$ cat config.mk
export PLATFORM = sky130hd
export DESIGN_NAME = dram_cmd_seq
export DESIGN_NICKNAME = d
export VERILOG_FILES = /design/src/rtl/dcs_pkg.sv /design/src/rtl/dcs_addr_step.sv /design/src/rtl/dcs_regs.sv /design/src/rtl/dcs_engine.sv /design/src/rtl/dram_cmd_seq.sv
export SDC_FILE = /design/constraint.sdc
export NUM_CORES = 2
export LEC_CHECK = 0
export BUFFER_PORTS_ARGS = -buffer_cell sky130_fd_sc_hd__buf_2
export CAP_MARGIN = 20
export CORE_ASPECT_RATIO = 0.9
export CORE_UTILIZATION = 25
export DETAILED_ROUTE_END_ITERATION = 12
export GPL_TIMING_DRIVEN = 1
export PLACE_DENSITY = 0.42
export SLEW_MARGIN = 15
export SYNTH_ARGS = -nofsm -noshare
export SYNTH_HDL_FRONTEND = slang
export SYNTH_SLANG_ARGS = --single-unit
$ cat constraint.sdc
create_clock -name clk -period 3.5 [get_ports clk]
set_input_delay 0.35 -clock clk [delete_from_list [all_inputs] [get_ports clk]]
set_output_delay 0.35 -clock clk [all_outputs]
set_load 0.1 [all_outputs]
$ cat src/rtl/dcs_pkg.sv
package dcs_pkg;
    localparam int NSLOT          = 4;
    localparam int SLOT_W         = $clog2(NSLOT);
    localparam int WORDS_PER_SLOT = 4;
    localparam int NWORDS         = NSLOT * WORDS_PER_SLOT;
    localparam int REG_AW         = 5;
    localparam int LOOP_W         = 8;
    localparam int CNT_W          = 9;
    localparam int GAP_W          = 5;
    localparam int WAIT_W         = 8;
    localparam int TMR_W          = (GAP_W > WAIT_W) ? GAP_W : WAIT_W;
    localparam int ADDR_W         = 16;
    localparam int BANK_W         = 3;
    localparam int RANK_W         = 2;
    localparam int CODE_W         = 4;
    localparam int DIR_W          = 2;
    localparam int WRAP_W         = 5;

    // slot word 1
    localparam int CNT_LSB  = 0;
    localparam int DIR_LSB  = 12;
    localparam int GAP_LSB  = 16;
    localparam int WAIT_LSB = 24;
    // slot word 2
    localparam int ADR_LSB  = 0;
    localparam int BANK_LSB = 16;
    localparam int RANK_LSB = 20;
    // slot word 3
    localparam int INC8_BIT = 0;
    localparam int INCB_BIT = 1;
    localparam int WRAP_LSB = 4;
    // launch word (positions fixed by software convention)
    localparam int LOOP_LSB  = 0;
    localparam int LAST_LSB  = 18;
    localparam int TIMER_BIT = 22;
    // status word
    localparam int BUSY_BIT  = 0;
    localparam int DONE_BIT  = 4;
    localparam int TDONE_BIT = 6;

    localparam logic [REG_AW-1:0] REG_START  = REG_AW'(16);
    localparam logic [REG_AW-1:0] REG_STATUS = REG_AW'(17);

    typedef struct packed {
        logic [CODE_W-1:0] code;
        logic [CNT_W-1:0]  count;
        logic [GAP_W-1:0]  gap;
        logic [WAIT_W-1:0] post;
        logic [DIR_W-1:0]  dir;
        logic [ADDR_W-1:0] addr;
        logic [BANK_W-1:0] bank;
        logic [RANK_W-1:0] rank;
        logic              inc8;
        logic              incbank;
        logic [WRAP_W-1:0] wrap;
    } desc_t;

    typedef enum logic [1:0] {ST_IDLE, ST_RUN, ST_DRAIN} eng_st_e;

    typedef struct packed {
        eng_st_e           st;
        logic [SLOT_W-1:0] slot;
        logic [SLOT_W-1:0] last;
        logic [LOOP_W-1:0] loops;
        logic [CNT_W-1:0]  left;
        logic [TMR_W-1:0]  tmr;
        logic [ADDR_W-1:0] addr;
        logic [BANK_W-1:0] bank;
        logic              tmode;
        logic              done_n;
        logic              done_t;
        logic              vld;
        logic [CODE_W-1:0] code;
        logic [DIR_W-1:0]  dir;
        logic [ADDR_W-1:0] oaddr;
        logic [BANK_W-1:0] obank;
        logic [RANK_W-1:0] orank;
    } eng_t;
endpackage

$ cat src/rtl/dcs_addr_step.sv
module dcs_addr_step #(
    parameter int AW = 16,
    parameter int WW = 5,
    parameter int STEP = 8
) (
    input  logic [AW-1:0] cur,
    input  logic [AW-1:0] base,
    input  logic          inc,
    input  logic [WW-1:0] wrap,
    output logic [AW-1:0] nxt
);
    logic [AW-1:0] sum;
    logic [AW-1:0] hit;

    assign sum = cur + AW'(STEP);

    // a bit at or above the wrap position that the addition changed
    for (genvar i = 0; i < AW; i++) begin : g_hit
        assign hit[i] = (int'(wrap) <= i) && (sum[i] ^ cur[i]);
    end

    assign nxt = !inc ? cur : ((|hit) ? base : sum);
endmodule

$ cat src/rtl/dcs_regs.sv
module dcs_regs
    import dcs_pkg::*;
(
    input  logic              clk,
    input  logic              rst_n,
    input  logic              wr_en,
    input  logic [REG_AW-1:0] addr,
    input  logic [31:0]       wr_data,
    input  logic              lock,
    input  logic [31:0]       status_word,
    output logic [31:0]       rd_data,
    output desc_t             desc [NSLOT]
);
    localparam int IDX_W = $clog2(NWORDS);
    localparam logic [REG_AW-1:0] WORD_LIM = REG_AW'(NWORDS);

    logic [31:0] word_q [NWORDS];
    logic [31:0] word_d [NWORDS];
    logic [31:0] start_q, start_d;

    always_comb begin
        word_d  = word_q;
        start_d = start_q;
        if (wr_en && !lock) begin
            if (addr < WORD_LIM) begin
                word_d[addr[IDX_W-1:0]] = wr_data;
            end else if (addr == REG_START) begin
                start_d = wr_data;
            end
        end
    end

    always_ff @(posedge clk) begin
        if (!rst_n) begin
            for (int i = 0; i < NWORDS; i++) word_q[i] <= '0;
            start_q <= '0;
        end else begin
            for (int i = 0; i < NWORDS; i++) word_q[i] <= word_d[i];
            start_q <= start_d;
        end
    end

    always_comb begin
        if (addr < WORD_LIM)          rd_data = word_q[addr[IDX_W-1:0]];
        else if (addr == REG_START)   rd_data = start_q;
        else if (addr == REG_STATUS)  rd_data = status_word;
        else                          rd_data = '0;
    end

    always_comb begin
        for (int s = 0; s < NSLOT; s++) begin
            desc[s].code    = word_q[s*WORDS_PER_SLOT+0][CODE_W-1:0];
            desc[s].count   = word_q[s*WORDS_PER_SLOT+1][CNT_LSB  +: CNT_W];
            desc[s].dir     = word_q[s*WORDS_PER_SLOT+1][DIR_LSB  +: DIR_W];
            desc[s].gap     = word_q[s*WORDS_PER_SLOT+1][GAP_LSB  +: GAP_W];
            desc[s].post    = word_q[s*WORDS_PER_SLOT+1][WAIT_LSB +: WAIT_W];
            desc[s].addr    = word_q[s*WORDS_PER_SLOT+2][ADR_LSB  +: ADDR_W];
            desc[s].bank    = word_q[s*WORDS_PER_SLOT+2][BANK_LSB +: BANK_W];
            desc[s].rank    = word_q[s*WORDS_PER_SLOT+2][RANK_LSB +: RANK_W];
            desc[s].inc8    = word_q[s*WORDS_PER_SLOT+3][INC8_BIT];
            desc[s].incbank = word_q[s*WORDS_PER_SLOT+3][INCB_BIT];
            desc[s].wrap    = word_q[s*WORDS_PER_SLOT+3][WRAP_LSB +: WRAP_W];
        end
    end
endmodule

$ cat src/rtl/dcs_engine.sv
module dcs_engine
    import dcs_pkg::*;
(
    input  logic              clk,
    input  logic              rst_n,
    input  logic              go,
    input  logic [LOOP_W-1:0] go_loops,
    input  logic [SLOT_W-1:0] go_last,
    input  logic              go_timer,
    input  desc_t             desc [NSLOT],
    output logic              cmd_valid,
    output logic [CODE_W-1:0] cmd_code,
    output logic [ADDR_W-1:0] cmd_addr,
    output logic [BANK_W-1:0] cmd_bank,
    output logic [RANK_W-1:0] cmd_rank,
    output logic [DIR_W-1:0]  cmd_dir,
    output logic              busy,
    output logic              done_n,
    output logic              done_t,
    output logic              tmode
);
    eng_t  q, d;
    desc_t cur, nxt;
    logic [ADDR_W-1:0] step_addr;

    function automatic logic [CNT_W-1:0] eff_count(input logic [CNT_W-1:0] c);
        return (c == '0) ? CNT_W'(1) : c;
    endfunction

    function automatic logic [TMR_W-1:0] gap_wait(input logic [GAP_W-1:0] g);
        return (g == '0) ? '0 : TMR_W'(g) - TMR_W'(1);
    endfunction

    dcs_addr_step #(.AW(ADDR_W), .WW(WRAP_W), .STEP(8)) u_step (
        .cur  (q.addr),
        .base (cur.addr),
        .inc  (cur.inc8),
        .wrap (cur.wrap),
        .nxt  (step_addr)
    );

    always_comb begin
        cur = desc[q.slot];
        nxt = desc[q.slot + SLOT_W'(1)];
        d = q;
        d.vld   = 1'b0;
        d.code  = '0;
        d.dir   = '0;
        d.oaddr = '0;
        d.obank = '0;
        d.orank = '0;
        unique case (q.st)
            ST_IDLE: begin
                if (go) begin
                    d.tmode  = go_timer;
                    d.last   = go_last;
                    d.done_n = 1'b0;
                    d.done_t = 1'b0;
                    if (go_loops == '0) begin
                        if (go_timer) d.done_t = 1'b1;
                        else          d.done_n = 1'b1;
                    end else begin
                        d.st    = ST_RUN;
                        d.slot  = '0;
                        d.loops = go_loops;
                        d.tmr   = '0;
                        d.left  = eff_count(desc[0].count);
                        d.addr  = desc[0].addr;
                        d.bank  = desc[0].bank;
                    end
                end
            end
            ST_RUN: begin
                if (q.tmr != '0) begin
                    d.tmr = q.tmr - TMR_W'(1);
                end else begin
                    if (!q.tmode) begin
                        d.vld   = 1'b1;
                        d.code  = cur.code;
                        d.dir   = cur.dir;
                        d.orank = cur.rank;
                        d.oaddr = q.addr;
                        d.obank = q.bank;
                    end
                    if (q.left > CNT_W'(1)) begin
                        d.left = q.left - CNT_W'(1);
                        d.tmr  = gap_wait(cur.gap);
                        d.addr = step_addr;
                        if (cur.incbank) d.bank = q.bank + BANK_W'(1);
                    end else begin
                        d.tmr = TMR_W'(cur.post);
                        if (q.slot != q.last) begin
                            d.slot = q.slot + SLOT_W'(1);
                            d.left = eff_count(nxt.count);
                            d.addr = nxt.addr;
                            d.bank = nxt.bank;
                        end else if (q.loops > LOOP_W'(1)) begin
                            d.loops = q.loops - LOOP_W'(1);
                            d.slot  = '0;
                            d.left  = eff_count(desc[0].count);
                            d.addr  = desc[0].addr;
                            d.bank  = desc[0].bank;
                        end else begin
                            d.st = ST_DRAIN;
                        end
                    end
                end
            end
            ST_DRAIN: begin
                if (q.tmr != '0) begin
                    d.tmr = q.tmr - TMR_W'(1);
                end else begin
                    d.st = ST_IDLE;
                    if (q.tmode) d.done_t = 1'b1;
                    else         d.done_n = 1'b1;
                end
            end
            default: d.st = ST_IDLE;
        endcase
    end

    always_ff @(posedge clk) begin
        if (!rst_n) begin
            q    <= '0;
            q.st <= ST_IDLE;
        end else begin
            q <= d;
        end
    end

    assign cmd_valid = q.vld;
    assign cmd_code  = q.code;
    assign cmd_addr  = q.oaddr;
    assign cmd_bank  = q.obank;
    assign cmd_rank  = q.orank;
    assign cmd_dir   = q.dir;
    assign busy      = (q.st != ST_IDLE);
    assign done_n    = q.done_n;
    assign done_t    = q.done_t;
    assign tmode     = q.tmode;
endmodule

$ cat src/rtl/dram_cmd_seq.sv
module dram_cmd_seq
    import dcs_pkg::*;
(
    input  logic              clk,
    input  logic              rst_n,
    input  logic              reg_we,
    input  logic [REG_AW-1:0] reg_addr,
    input  logic [31:0]       reg_wdata,
    output logic [31:0]       reg_rdata,
    output logic              cmd_valid,
    output logic [CODE_W-1:0] cmd_code,
    output logic [ADDR_W-1:0] cmd_addr,
    output logic [BANK_W-1:0] cmd_bank,
    output logic [RANK_W-1:0] cmd_rank,
    output logic [DIR_W-1:0]  cmd_dir
);
    desc_t       desc [NSLOT];
    logic        busy, done_n, done_t, tmode, go;
    logic [31:0] status_word;

    assign go = reg_we && (reg_addr == REG_START) && !busy;

    always_comb begin
        status_word            = '0;
        status_word[BUSY_BIT]  = busy;
        status_word[DONE_BIT]  = done_n;
        status_word[TDONE_BIT] = done_t;
    end

    dcs_regs u_regs (
        .clk         (clk),
        .rst_n       (rst_n),
        .wr_en       (reg_we),
        .addr        (reg_addr),
        .wr_data     (reg_wdata),
        .lock        (busy),
        .status_word (status_word),
        .rd_data     (reg_rdata),
        .desc        (desc)
    );

    dcs_engine u_eng (
        .clk       (clk),
        .rst_n     (rst_n),
        .go        (go),
        .go_loops  (reg_wdata[LOOP_LSB +: LOOP_W]),
        .go_last   (reg_wdata[LAST_LSB +: SLOT_W]),
        .go_timer  (reg_wdata[TIMER_BIT]),
        .desc      (desc),
        .cmd_valid (cmd_valid),
        .cmd_code  (cmd_code),
        .cmd_addr  (cmd_addr),
        .cmd_bank  (cmd_bank),
        .cmd_rank  (cmd_rank),
        .cmd_dir   (cmd_dir),
        .busy      (busy),
        .done_n    (done_n),
        .done_t    (done_t),
        .tmode     (tmode)
    );
endmodule

# After elaboration in Yosys (flattened, before gate mapping)
# Cells that the tools add are included.
[classes]
n_lt_le_gt_ge = 23
reduce_logical = 46
add_sub_neg = 7
bitwise = 22
mux = 55
eq_ne = 20
[ops]
columns = ["operator", "n"]
rows = [
  ["$bwmux W512", 1],
  ["$bmux W56 S2", 2],
  ["$mux W32", 5],
  ["$bmux W32 S4", 1],
  ["$demux W32 S4", 1],
  ["$mux W56", 2],
  ["$mux W52", 2],
  ["$mux W19", 3],
  ["$mux W53", 1],
  ["$mux W44", 1],
  ["$le A5 B4 Y1 const B", 8],
  ["$mux W8", 5],
  ["$pmux W19 S2", 1],
  ["$mux W36", 1],
  ["$mux W17", 2],
  ["$pmux W17 S2", 1],
  ["$mux W16", 2],
  ["$mux W28", 1],
  ["$mux W9", 3],
  ["$pmux W8 S3", 1],
  ["$le A5 B3 Y1 const B", 4],
  ["$logic_and A1 B1 Y1", 20],
  ["$logic_not A9 Y1", 2],
  ["$reduce_and A6 Y1", 3],
  ["49 further kinds", 100],
]
[word_totals]
ff_bits = 625
out_inout_bits = 60
input_bits = 40
wordCells = 207

# Logic depth before layout (Yosys ltp)
[depth]
ltp_word = 12
ltp_mapped = 12
mapped_depth_nobuf = 9

# Modules after synthesis
# From an unflattened synthesis, not the netlist that was laid out.
[hier_totals]
cells_unflattened = 3905
hier_area_um2 = 34738.3
[by_module_without_submodules]
columns = ["module", "instances", "area_per_inst_um2", "cells_per_inst", "seq_area_each_um2"]
rows = [
  ["dcs_regs", 1, 27573.9, 3073, 10890.4],
  ["dcs_engine", 1, 6344.8, 719, 1621.6],
  ["dcs_addr_step", 1, 797.0, 109, 0.0],
  ["dram_cmd_seq", 1, 22.5, 4, 0.0],
]

# Worst setup path before layout
# Ideal clock, no wire load.
[synth_path]
path_type = "input to output"
startpoint = "input reg_addr[0]"
endpoint = "output reg_rdata[14]"
required_time_ps = 3150
arrival_time_ps = 3930
path_buffers = 3
path_stages = 7
path_slack_ps = -780
cell_sequence = "clkbuf_1 -> buf_2 -> buf_1 -> mux4_2 -> mux4_2 -> inv_1 -> o21ai_0"
[synth_via]
elab_chain_cells = 5
word_cells_on_any_way = 8
cone_classes = "order compare (1); eq/ne (1); mux (5); bitwise (1)"
[synth_lines]
columns = ["item", "line", "source"]
rows = [
  ["start, declared", "dram_cmd_seq.sv:7", "input logic [REG_AW-1:0] reg_addr,"],
  ["$not A4 Y5 (not written as such)", "dcs_regs.sv:44", "if (addr < WORD_LIM) rd_data = word_q[addr[IDX_W-1:0]];"],
  ["$bmux W32 S4", "dcs_regs.sv:44", ""],
  ["$mux W32 (not written as such) (2 in series)", "dcs_regs.sv:44", ""],
  ["$mux W32 *", "dcs_regs.sv:44", ""],
  ["end, declared", "dram_cmd_seq.sv:9", "output logic [31:0] reg_rdata,"],
]
# Mark *: on every way between the ends. The rest lies on a longest branch, timed or not. The select of a mux whose other input is x is not followed.

# Worst setup path after layout
[layout_path]
startpoint = "input reg_addr[1]"
endpoint = "output reg_rdata[1]"
# The elaborated chain is that of the path after synthesis.

==> impl_metrics.json <==
{
  "syn_area_um2": 30090,
  "grt_max_degree": 153,
  "yosysUniqueCellTypes": 74,
  "grt_antenna_before_repair": 12,
  "hpwlAfterDp_mm": 82.95,
  "grt_overflow_total": 0,
  "synthTopCellsByArea": "dfxtp_1, mux4_2, nand2_1, a21oi_1, clkbuf_1",
  "fin_crit_ps": 3075,
  "synth.top_cell.area_share_pct": 41.58,
  "wire_per_inst_um": 25.06,
  "finalMaxSlewViolations": 0,
  "min_path_type": "in -> reg",
  "ys_seq_elements": 625,
  "die_height_um": 331.1,
  "cp_common_cell": "mux4_2",
  "status": "completed",
  "slowest_delay_ps": 510,
  "die_w_um": 367.7,
  "yosys_warnings": 0,
  "cts_buffer_depth": 3,
  "synth_ff_type": "dfxtp_1",
  "final_cell_mix": "nand2_1, dfxtp_1, a21oi_1",
  "final_nets": 3553,
  "cap_violations": 0,
  "finalHoldViolCount": 0,
  "period_share_pct": 87.87,
  "tritoncts": "built",
  "fp-row-count": 120,
  "synth-async-reset-ratio_pct": 0,
  "crit_required_ps": 3150,
  "path_cells": "buf_6, buf_4, mux4_2, mux4_2, inv_1, o21ai_2, buf_2",
  "synth_edf_count": 0,
  "ant_nets": 0,
  "avgViaCountPerCell": 5.144,
  "fill_cells": 12616,
  "power_leakage_nw": 11.25,
  "final_common_cell": "nand2_1",
  "path_clk_slew_ps": 60,
  "total_power_mw": 17.03,
  "clock.fmax_ghz": 0.3252,
  "syn_nets": 3624,
  "core_um2": 119200,
  "antenna_cells": 0,
  "drc": 0,
  "final.setup.worst_slack_ps": 424.6,
  "post-place-ws_ps": 218.9,
  "timing.setup.tns_ps": 0,
  "slew-limit-headroom_pct": 35.72,
  "cts_buffers": 77,
  "crit_arrival_ps": 2730,
  "grt_use_total_pct": 20.85,
  "vias": 26463,
  "synth-seq-area-share_pct": 41.58,
  "layout.cells.non_filler": 5144,
  "initial_core_util_pct": 25.24,
  "setup-violations-final": 0,
  "drtPass1Iterations": 6,
  "finalWirelength_mm": 128.9,
  "critical_path.startpoint_type": "primary input",
  "htreeDepth": 3,
  "worstMarginPinSlew_ps": 964.2,
  "avgSynthCellArea_um2": 8.424,
  "drt_iter0_markers": 2802,
  "grt_setup_unrepaired": "false",
  "gp_congestion": 0.8522,
  "cpLargestDelayFamily": "buffers and inverters",
  "die_area_um2": 121800,
  "clock-sinks": 625,
  "postCtsSetupBuffers": 0,
  "cts_resized": 0,
  "syn_inst": 3572,
  "port_buffers": 99,
  "clock_latency_ps": 650,
  "irDropWorstVdd_mv": 0.3049,
  "crit_slowest_cell": "mux4_2",
  "syn2layout_area_growth_pct": 17.29,
  "path_buf_inv": 4,
  "endpoint_kind": "output pin",
  "power_density_nw_per_um2": 482.4,
  "grt_pass1_vias": 24793,
  "path_class": "in -> out",
  "placed_cells": 5008,
  "yosys.area.top_type": "dfxtp_1",
  "grt_pass1_wl_mm": 186.2,
  "fin_skew_ps": 19.16,
  "cts_root_buf": "clkbuf_16",
  "ctsHoldBuffers": 0,
  "drive_gt1_share_pct": 18.21,
  "path_max_fanout": 45,
  "io_pins": 100
}
-- cell families after synthesis --
logic type	after synthesis	synth area share (%)
AND/OR/NAND/NOR	1420	18.87
XOR/XNOR	24	0.6986
AO/OA/AOI/OAI	804	15.13
adder cells (fa/ha/maj)	12	0.4989
flip-flops	625	41.58
buffers and inverters	428	5.850
multiplexers	259	17.37
-- worst paths after layout --
kind | startpoint | cells after the start | slack [ps] | end
setup reg to reg | u_eng.q[80] | 8 | 490 | u_regs.desc[198]
setup / recovery | reg_addr[1] | 7 | 420 | reg_rdata[1]
hold / removal | reg_wdata[14] | 3 | 120 | u_regs.word_q[334]
hold reg to reg | u_regs.word_q[12] | 2 | 450 | u_regs.word_q[12]
-- cell type report --
type / instances / area, um2 / area share, %
Clock inverter: 22 / 190.2 / 0.5388
Tap cell: 1586 / 1984 / 5.622
Timing Repair Buffer: 221 / 1946 / 5.512
Sequential cell: 625 / 12520 / 35.47
Clock buffer: 114 / 2331 / 6.604
Multi-Input combinational cell: 2519 / 16100 / 45.62
Inverter: 57 / 221.5 / 0.6275
-- state kept, by name, indices dropped and copies added, names as in the netlist --
| register | flops |
|---|---|
| u_eng.cmd_code | 4 |
| u_eng.cmd_valid | 1 |
| u_eng.done_t | 1 |
| u_eng.cmd_addr | 16 |
| u_eng.cmd_rank | 2 |
| u_eng.cmd_bank | 3 |
| u_regs.word_q | 288 |
| u_eng.tmode | 1 |
| u_regs.start_q | 32 |
| u_eng.done_n | 1 |
| u_eng.cmd_dir | 2 |
| u_regs.desc | 224 |
| u_eng.q | 50 |
-- power by group --
part | switching [mW] | internal (mW)
sequential | 0.0922 | 7.20
combinational | 1.13 | 0.535
clock | 3.32 | 4.75
total | 4.54 | 12.5
-- synthesized netlist by cell type (25+ instances only) --
cell	n
clkbuf_1	295
a21oi_1	576
mux2i_1	43
and2_1	27
nor2_1	61
o21ai_0	70
o22ai_1	25
inv_1	56
mux4_2	210
nand2_1	1213
nand3_1	35
dfxtp_1	625
buf_4	29
-- per-stage QoR --
stage	utilization, %	hold slack, ps	instance area (um2)
after global routing	29.61	119.8	35300
final	29.61	124.6	35300
after detailed placement	27.49	443.1	32770
after global placement	27.49	439.0	32770
after CTS	29.61	81.87	35300
after floorplan	-	433.1	30200
-- routing by layer --
metal	vias up	track usage (%)	part of all wire (%)
met4	14	5.042	2.0
met2	956	30.78	42
met1	13195	31.14	48
met5	-	0	0.071
met3	160	3.682	7.2
li1	12138	-	-
-- worst reg2reg max path: cells and delay by family, from the launching register on --
kind	cells	cell delay [ps]
and+or+nand+nor	4	1750
buffers and inverters	2	450
DFF	1	340
adders and majority gates	1	280
AOI/OAI and AO/OA	1	60
(Power assumes the default switching activity.)
